--- src/rtl/gtl_pkg.sv ---
package gtl_pkg;

    typedef enum logic [1:0] {
        ST_IDLE = 2'd0,
        ST_ON   = 2'd1,
        ST_LOCK = 2'd2
    } gtl_state_e;

endpackage

--- src/rtl/gtl_tick_gen.sv ---
module gtl_tick_gen #(
    parameter int unsigned CLK_DIV = 5
) (
    input  logic clk_i,
    input  logic rst_ni,
    input  logic clr_i,
    input  logic run_i,
    output logic tick_o
);
    localparam int unsigned DIV_W = (CLK_DIV > 1) ? $clog2(CLK_DIV) : 1;
    localparam logic [DIV_W-1:0] DIV_LAST = DIV_W'(CLK_DIV - 1);

    typedef struct packed {
        logic [DIV_W-1:0] div;
    } tick_t;

    tick_t tick_d, tick_q;

    always_comb begin
        tick_d = tick_q;
        tick_o = 1'b0;
        if (clr_i) begin
            tick_d.div = '0;
        end else if (run_i) begin
            if (tick_q.div == DIV_LAST) begin
                tick_d.div = '0;
                tick_o     = 1'b1;
            end else begin
                tick_d.div = tick_q.div + 1'b1;
            end
        end
    end

    always_ff @(posedge clk_i) begin
        if (!rst_ni) begin
            tick_q <= '0;
        end else begin
            tick_q <= tick_d;
        end
    end

endmodule

--- src/rtl/gtl_limit_reg.sv ---
module gtl_limit_reg #(
    parameter int unsigned DUR_W   = 8,
    parameter int unsigned STEP    = 8,
    parameter int unsigned OFFSET  = 7,
    parameter int unsigned LIM_W   = 11,
    parameter int unsigned DUR_RST = 0
) (
    input  logic             clk_i,
    input  logic             rst_ni,
    input  logic             wr_i,
    input  logic [DUR_W-1:0] wdata_i,
    input  logic             load_i,
    output logic [LIM_W-1:0] lim_o
);
    typedef struct packed {
        logic [DUR_W-1:0] dur;
        logic [LIM_W-1:0] lim;
    } lreg_t;

    lreg_t lreg_d, lreg_q;

    always_comb begin
        lreg_d = lreg_q;
        // the budget is frozen from the stored code before a same-edge write lands
        if (load_i) begin
            lreg_d.lim = LIM_W'(STEP * 32'(lreg_q.dur) + OFFSET);
        end
        if (wr_i) begin
            lreg_d.dur = wdata_i;
        end
    end

    always_ff @(posedge clk_i) begin
        if (!rst_ni) begin
            lreg_q.dur <= DUR_W'(DUR_RST);
            lreg_q.lim <= LIM_W'(STEP * DUR_RST + OFFSET);
        end else begin
            lreg_q <= lreg_d;
        end
    end

    assign lim_o = lreg_q.lim;

endmodule

--- src/rtl/gate_ontime_limiter.sv ---
module gate_ontime_limiter
    import gtl_pkg::*;
#(
    parameter int unsigned CLK_DIV = 5,
    parameter int unsigned DUR_W   = 8,
    parameter int unsigned STEP    = 8,
    parameter int unsigned OFFSET  = 7,
    parameter int unsigned DUR_RST = 0
) (
    input  logic             clk_i,
    input  logic             rst_ni,
    input  logic             dur_wr_i,
    input  logic [DUR_W-1:0] dur_data_i,
    input  logic             req_i,
    output logic             gate_o,
    output logic             limit_hit_o
);
    localparam int unsigned LIM_MAX = STEP * ((2 ** DUR_W) - 1) + OFFSET;
    localparam int unsigned LIM_W   = $clog2(LIM_MAX + 1);

    typedef struct packed {
        gtl_state_e       state;
        logic [LIM_W-1:0] cnt;
        logic             gate;
        logic             hit;
    } ctl_t;

    ctl_t ctl_d, ctl_q;

    logic             start;
    logic             tick;
    logic [LIM_W-1:0] lim;
    logic [LIM_W-1:0] cnt_inc;

    assign start   = (ctl_q.state == ST_IDLE) && req_i;
    assign cnt_inc = ctl_q.cnt + 1'b1;

    gtl_tick_gen #(
        .CLK_DIV (CLK_DIV)
    ) tick_i (
        .clk_i  (clk_i),
        .rst_ni (rst_ni),
        .clr_i  (start),
        .run_i  (ctl_q.state == ST_ON),
        .tick_o (tick)
    );

    gtl_limit_reg #(
        .DUR_W   (DUR_W),
        .STEP    (STEP),
        .OFFSET  (OFFSET),
        .LIM_W   (LIM_W),
        .DUR_RST (DUR_RST)
    ) limit_i (
        .clk_i   (clk_i),
        .rst_ni  (rst_ni),
        .wr_i    (dur_wr_i),
        .wdata_i (dur_data_i),
        .load_i  (start),
        .lim_o   (lim)
    );

    always_comb begin
        ctl_d     = ctl_q;
        ctl_d.hit = 1'b0;
        unique case (ctl_q.state)
            ST_IDLE: begin
                if (req_i) begin
                    ctl_d.state = ST_ON;
                    ctl_d.cnt   = '0;
                    ctl_d.gate  = 1'b1;
                end
            end
            ST_ON: begin
                if (!req_i) begin
                    // request release wins a tie with the budget
                    ctl_d.state = ST_IDLE;
                    ctl_d.gate  = 1'b0;
                end else if (tick) begin
                    ctl_d.cnt = cnt_inc;
                    if (cnt_inc == lim) begin
                        ctl_d.state = ST_LOCK;
                        ctl_d.gate  = 1'b0;
                        ctl_d.hit   = 1'b1;
                    end
                end
            end
            ST_LOCK: begin
                if (!req_i) begin
                    ctl_d.state = ST_IDLE;
                end
            end
            default: begin
                ctl_d.state = ST_IDLE;
                ctl_d.gate  = 1'b0;
            end
        endcase
    end

    always_ff @(posedge clk_i) begin
        if (!rst_ni) begin
            ctl_q.state <= ST_IDLE;
            ctl_q.cnt   <= '0;
            ctl_q.gate  <= 1'b0;
            ctl_q.hit   <= 1'b0;
        end else begin
            ctl_q <= ctl_d;
        end
    end

    assign gate_o      = ctl_q.gate;
    assign limit_hit_o = ctl_q.hit;

endmodule

--- config.mk ---
export PLATFORM = sky130hd
export DESIGN_NAME = gate_ontime_limiter
export DESIGN_NICKNAME = d
export VERILOG_FILES = /design/src/rtl/gtl_pkg.sv /design/src/rtl/gtl_tick_gen.sv /design/src/rtl/gtl_limit_reg.sv /design/src/rtl/gate_ontime_limiter.sv
export SDC_FILE = /design/constraint.sdc
export NUM_CORES = 1
export LEC_CHECK = 0
export ABC_AREA = 1
export BUFFER_PORTS_ARGS = -buffer_cell sky130_fd_sc_hd__clkbuf_2
export CAP_MARGIN = 30
export CORE_MARGIN = 10
export CORE_UTILIZATION = 58
export DETAILED_ROUTE_END_ITERATION = 10
export GPL_ROUTABILITY_DRIVEN = 0
export PLACE_DENSITY_LB_ADDON = 0.12
export SLEW_MARGIN = 15
export SYNTH_ARGS = -nofsm -noshare
export SYNTH_HDL_FRONTEND = slang
export SYNTH_SLANG_ARGS = --single-unit
--- constraint.sdc ---
create_clock -name clk_i -period 2.2 [get_ports clk_i]
set_input_delay 0.44 -clock clk_i [delete_from_list [all_inputs] [get_ports clk_i]]
set_output_delay 0.44 -clock clk_i [all_outputs]
set_load 0.05 [all_outputs]
==> summary.md, run 1 <==
| Metric | Value |
|---|---|
| Die area | 5520 um2 |
| Startpoint types | flip-flop |
| CP Capture Type | flip-flop |
| Synth Net Count | 275 |
| Synth area leaders | dfxtp_1 40%, nand2_1 13%, nor2_1 9.0%, inv_1 7.5%, nand3_1 7.3% |
| Worst stage delay on the critical path | 410 ps |
| Required time of the critical path | 2440 ps |
| Vias | 1577 |
| Top cell type by total area after synthesis | dfxtp_1 |
| Vias in the first global route | 1426 |
| Largest net degree at the start of global routing | 18 |
| Syn avg cell area | 6.61 um2 |
| Total track usage | 13.8% |
| Cell area after synthesis | 1710 um2 |
| Commonest non-fill, non-tap cell in the layout | nand2_1 |
| Worst Tran Pin Value | 353 ps |
| First-pass GRT wire length | 6090 um |
| Setup violators final | 0 |
| Max Cap Violations | 0 |
| CTS sink count | 34 |
| Class of the worst hold path | in2reg |
| Max-slew violations | 0 |
| Worst-path clk slew | 110 ps |
| Fillers | 249 |
| Wirelength per Cell | 11.3 um |
| Post-CTS Setup Repair Bufs | 0 |
| CTS Hold Buffers Added | 0 |
| Worst EP arrival | 2120 ps |
| Initial antenna violation count | 0 |
| Most frequent cells in the layout | 60 x nand2_1, 41 x nor2_1, 34 x inv_1, 34 x dfxtp_1, 25 x nand3_1 |
| IO Count | 14 |
| Crit path max fanout | 6 |
| Skew final | 20.0 ps |
| Kind of critical path | reg2reg |
| Tmin final | 1870 ps |
| CTS max path bufs | 2 |
| Number of warning messages in the yosys log | 0 |
| Library cells used by synthesis | 21 |
| Site Rows | 19 |
| Crit path from | ctl_q[3] |
| Seq/Total Area, Yosys | 39.8% |
| Total congestion overflow | 0 |
| Most frequent CP cell | nand2_1 |
| Total wire length | 3480 um |
| Sum Neg Setup Slack | 0 ps |
| Antenna Cells | 0 |
| Core ar. | 2780 um2 |
| WP buf/inv | 0 |
| Die Y-Extent | 74.3 um |
| Hold Violations, Final | 0 |
| Pwr/cell area | 837 nW/um2 |
| Critical path's top delay family | simple AND/OR/NAND/NOR gates |
| DRC Markers | 0 |
| Area growth, synth to finish | 9.14% |
| Post-cts sizing count | 0 |
| Post-layout util | 67.2% |
| Fmax achieved | 0.534 GHz |
| H-tree depth | 2 |
| TritonCTS clock tree | done |
| CP max-delay cell | dfxtp_1 |
| Lkg Pwr | 0.863 nW |
| Hold_ws | 331 ps |
| Cells after Synth | 259 |
| FF+latch count, synth | 34 |
| Status | complete, no violations |
| First-pass DRT Iterations | 5 |
| Final period util | 85.1% |
| Final nets | 292 |
| DR iter-0 viols | 89 |
| Hold Path Origin | dur_data_i[3] |
| DRT antenna net count | 0 |
| RSZ-0062 raised after global routing | false |
| Reg2reg start | ctl_q[3] |
| Share of cells above drive strength 1 | 9.75% |
| Vias/cell | 5.12 |
| Top cell type's share of synthesized area | 39.8% |
| Worst-Skew Late Latency | 340 ps |
| VDD IR max | 0.672 mV |
| TritonCTS Buffers | 5 |
| Clock Tree Root | clkbuf_4 |
| DP HPWL | 2650 um |
| Initial core utilization | 61.5% |
| IO buf count | 13 |
| Crit-path cells | ha_1, nand3_2, nor2_4, nand3_1, nand2_1, nand2_1, nand2_1, nand2_1, nor2_1, nand2_1, nand2_2, nand3_1, nand2_1, nor2_1 |
| Worst slew margin | 76.2% |
| Die W | 74.3 um |
-- layout make-up --
| cell class | count | area (um2) | share of cell area, % |
|---|---|---|---|
| inverter | 34 | 128 | 6.83 |
| clock inverter | 1 | 5.00 | 0.268 |
| clock buffer | 7 | 55.1 | 2.95 |
| tap | 31 | 38.8 | 2.08 |
| sequential | 34 | 681 | 36.4 |
| multi-input combinational | 187 | 888 | 47.6 |
| timing repair buffer | 14 | 72.6 | 3.88 |
-- cells in the mapped netlist --
library cell / n
nand2_1: 60
nor2_1: 41
dfxtp_1: 34
inv_1: 34
nand3_1: 25
o21ai_0: 23
a21oi_1: 13
o22ai_1: 6
clkbuf_1: 4
ha_1: 4
nand3b_1: 2
nand4_1: 2
nor2_4: 2
nor3_1: 2
and2_4: 1
nand2_2: 1
nand3_2: 1
nor2_2: 1
o21bai_1: 1
xnor2_1: 1
xor2_1: 1
-- kinds of logic after synthesis --
| logic type | count (synthesis) | share of synthesized area, % |
|---|---|---|
| AO/OA/AOI/OAI | 43 | 13.2 |
| AND/OR/NAND/NOR | 138 | 34.8 |
| adder cells (fa/ha/maj) | 4 | 2.92 |
| buffers and inverters | 38 | 8.33 |
| flip-flops | 34 | 39.8 |
| XOR/XNOR | 2 | 1.02 |
-- path summary, 6_finish.rpt --
check | to | slack, ps | depth (start not counted)
worst max-delay path | ctl_q[14] | 330 | 14
worst min-delay path | limit_i.lreg_q[14] | 330 | 3
worst max register to register | ctl_q[14] | 330 | 14
worst min register to register | tick_i.tick_q[1] | 490 | 2
-- sequential cells by signal, summed over array words and instances, names as in the netlist --
| signal | cells |
|---|---|
| limit_hit_o | 1 |
| limit_i.lreg_q | 8 |
| gate_o | 1 |
| tick_i.tick_q | 3 |
| ctl_q | 13 |
| limit_i.lim_o | 8 |
-- per-layer routing --
metal | GRT usage [%] | wire [um] | vias up
met2 | 21.0 | 1470 | 41
met5 | 0 | 0 | -
met4 | 5.49 | 21 | 0
met1 | 18.0 | 1800 | 668
li1 | - | - | 865
met3 | 4.12 | 183 | 3
-- where the power goes --
part / switching, mW / total, mW / internal (mW)
sequential: 0.0577 / 0.760 / 0.702
combinational: 0.302 / 0.446 / 0.143
clock: 0.203 / 0.358 / 0.155
-- per-stage QoR --
step | std cells | power [mW] | cell area, um2 | setup WS, ps
after global placement | 300 | 1.21 | 1810 | 428
after CTS | 308 | 1.58 | 1870 | 323
final | 308 | 1.56 | 1870 | 327
after detailed placement | 300 | 1.22 | 1810 | 358
after global routing | 308 | 1.70 | 1870 | 59.0
after floorplan | 259 | 1.11 | 1710 | 552
-- worst reg2reg max path: stages (launching register included) --
cell and delay (ps):
dfxtp_1 410, ha_1 250, nand3_2 120, nor2_4 160
nand3_1 110, nand2_1 110, nand2_1 60, nand2_1 70
nand2_1 50, nor2_1 90, nand2_1 70, nand2_2 90
nand3_1 70, nand2_1 70, nor2_1 40
(Power assumes the default switching activity.)
==> run 2: changes to the inputs <==
CORE_UTILIZATION = 25   (was 58)
==> run 2 against run 1 <==
Net effect: hold slack improved by 45 ps; via count decreased by 3.4%; sequential share of layout area decreased by 2.0 points; flip-flop and latch count unchanged; sequential power about the same; critical endpoint unchanged; largest power group unchanged; highest routed layer unchanged.
==> summary.md, run 2 (synthesized netlist as in run 1, its figures left out) <==
| Metric | Value |
|---|---|
| Status | complete, no violations |
| DP HPWL | 3150 um |
| Largest net degree at the start of global routing | 24 |
| Worst setup margin | 267 ps |
| Die W | 103 um |
| DRT antenna net count | 0 |
| Register bank with the most flops | ctl_q |
| Total wire length | 4010 um |
| DR iter-0 viols | 81 |
| Multi-input gate area | 891 um2 |
| Crit path max fanout | 6 |
| Area growth, synth to finish | 15.6% |
| Hold Violations, Final | 0 |
| Initial antenna violation count | 0 |
| Post-CTS Setup Repair Bufs | 0 |
| IO buf count | 13 |
| Site Rows | 30 |
| Worst slew margin | 73.1% |
| Total track usage | 8.41% |
| CTS max path bufs | 2 |
| Post-cts sizing count | 0 |
| Max Cap Violations | 0 |
| Clock Tree Root | clkbuf_8 |
| Worst EP arrival | 2110 ps |
| First-pass GRT wire length | 7060 um |
| Vias in the first global route | 1500 |
| Storage cell area | 681 um2 |
| Commonest non-fill, non-tap cell in the layout | nand2_1 |
| Reg2Reg Depth | 14 |
| RSZ-0062 raised after global routing | false |
| Worst-Skew Late Latency | 280 ps |
| Top sig layer | met4 |
| Max reg flops | 13 |
| Class of the worst hold path | in2reg |
| M1 WL | 2070 um |
| IO Count | 14 |
| Startpoint types | flip-flop |
| Share of cells above drive strength 1 | 9.75% |
| R2r setup slk | 270 ps |
| Setup violators final | 0 |
| End of the worst register-to-register path | ctl_q[14] |
| Met3 wire length | 120 um |
| Setup crit end | ctl_q[14] |
| Worst-path clk slew | 70 ps |
| Number of non-filler instances in the completed layout | 357 |
| Post-route cell area | 1980 um2 |
| CTS sink count | 34 |
| Reg2reg start | ctl_q[3] |
| Pre-CTS setup slack | 230 ps |
| Worst Tran Pin Value | 403 ps |
| Antenna Cells | 0 |
| Vias/cell | 4.27 |
| Placed Cells | 349 |
| Most frequent cells in the layout | 60 x nand2_1, 41 x nor2_1, 34 x inv_1, 34 x dfxtp_1, 25 x nand3_1 |
| TritonCTS Buffers | 5 |
| DRC Markers | 0 |
| Skew final | 3.61 ps |
| Final nets | 292 |
| Die area | 10600 um2 |
| Placed inst area | 1870 um2 |
| Final period util | 87.9% |
| Fillers | 740 |
| Core ar. | 6720 um2 |
| Total congestion overflow | 0 |
| Max-slew violations | 0 |
| Wirelength per Cell | 11.2 um |
| Hold_ws | 377 ps |
| First-pass DRT Iterations | 4 |
| H-tree depth | 2 |
| VDD IR max | 0.449 mV |
| Pwr/cell area | 896 nW/um2 |
| Die Y-Extent | 103 um |
| CP Capture Type | flip-flop |
| Fmax achieved | 0.517 GHz |
| Vias | 1524 |
| Lkg Pwr | 0.877 nW |
| Sum Neg Setup Slack | 0 ps |
| Required time of the critical path | 2380 ps |
| Tmin final | 1930 ps |
| CTS Hold Buffers Added | 0 |
| Kind of critical path | reg2reg |
| Crit path from | ctl_q[3] |
| Metal2 WL | 1750 um |
| Initial core utilization | 25.5% |
| TritonCTS clock tree | done |
## run 2: worst min-delay path by stage
stage | startpoint | end | slack [ps] | cells past startpoint
floorplan | limit_i.lim_o[7] | limit_i.lim_o[7] | 440 | 2
global placement | limit_i.lreg_q[17] | limit_i.lim_o[9] | 460 | 2
detailed placement | limit_i.lim_o[6] | limit_i.lim_o[6] | 470 | 2
CTS | dur_data_i[2] | limit_i.lreg_q[13] | 370 | 3
global route | dur_data_i[6] | limit_i.lreg_q[17] | 370 | 3
finish | dur_data_i[0] | limit_i.lreg_q[11] | 380 | 3
## run 2: power breakdown
part	internal [mW]	switching [mW]
combinational	0.144	0.304
clock	0.339	0.227
sequential	0.703	0.0561
total	1.19	0.587
## run 2: layout make-up
class / instances / share of cell area [%]
Multi-Input combinational cell: 187 / 45.0
Sequential cell: 34 / 34.4
Inverter: 34 / 6.45
Tap cell: 80 / 5.06
Clock buffer: 7 / 3.86
Timing Repair Buffer: 14 / 3.67
Clock inverter: 1 / 1.52
## run 2: critical path, stage by stage (launching register included)
cell	delay, ps
dfxtp_1	400
ha_2	240
nand3_2	120
nor2_4	170
nand2_1	70
nand2_1	90
nand2_1	100
nand2_1	90
nand3_1	80
nor2_1	120
nand2_1	80
nand2_2	100
nand3_1	80
nand2_1	80
nor2_1	40
## run 2: stage by stage
| step | total power [mW] | util, % |
|---|---|---|
| detailed placement | 1.22 | 27.8 |
| floorplan | 1.11 | - |
| finish | 1.77 | 29.4 |
| global route | 1.91 | 29.4 |
| global placement | 1.23 | 27.8 |
| CTS | 1.80 | 29.4 |
## run 2: layer usage
metal / global-route usage (%) / up-vias
met1: 11.2 / 629
met2: 12.6 / 20
met5: 0 / -
met3: 1.88 / 6
li1: - / 869
met4: 3.85 / 0
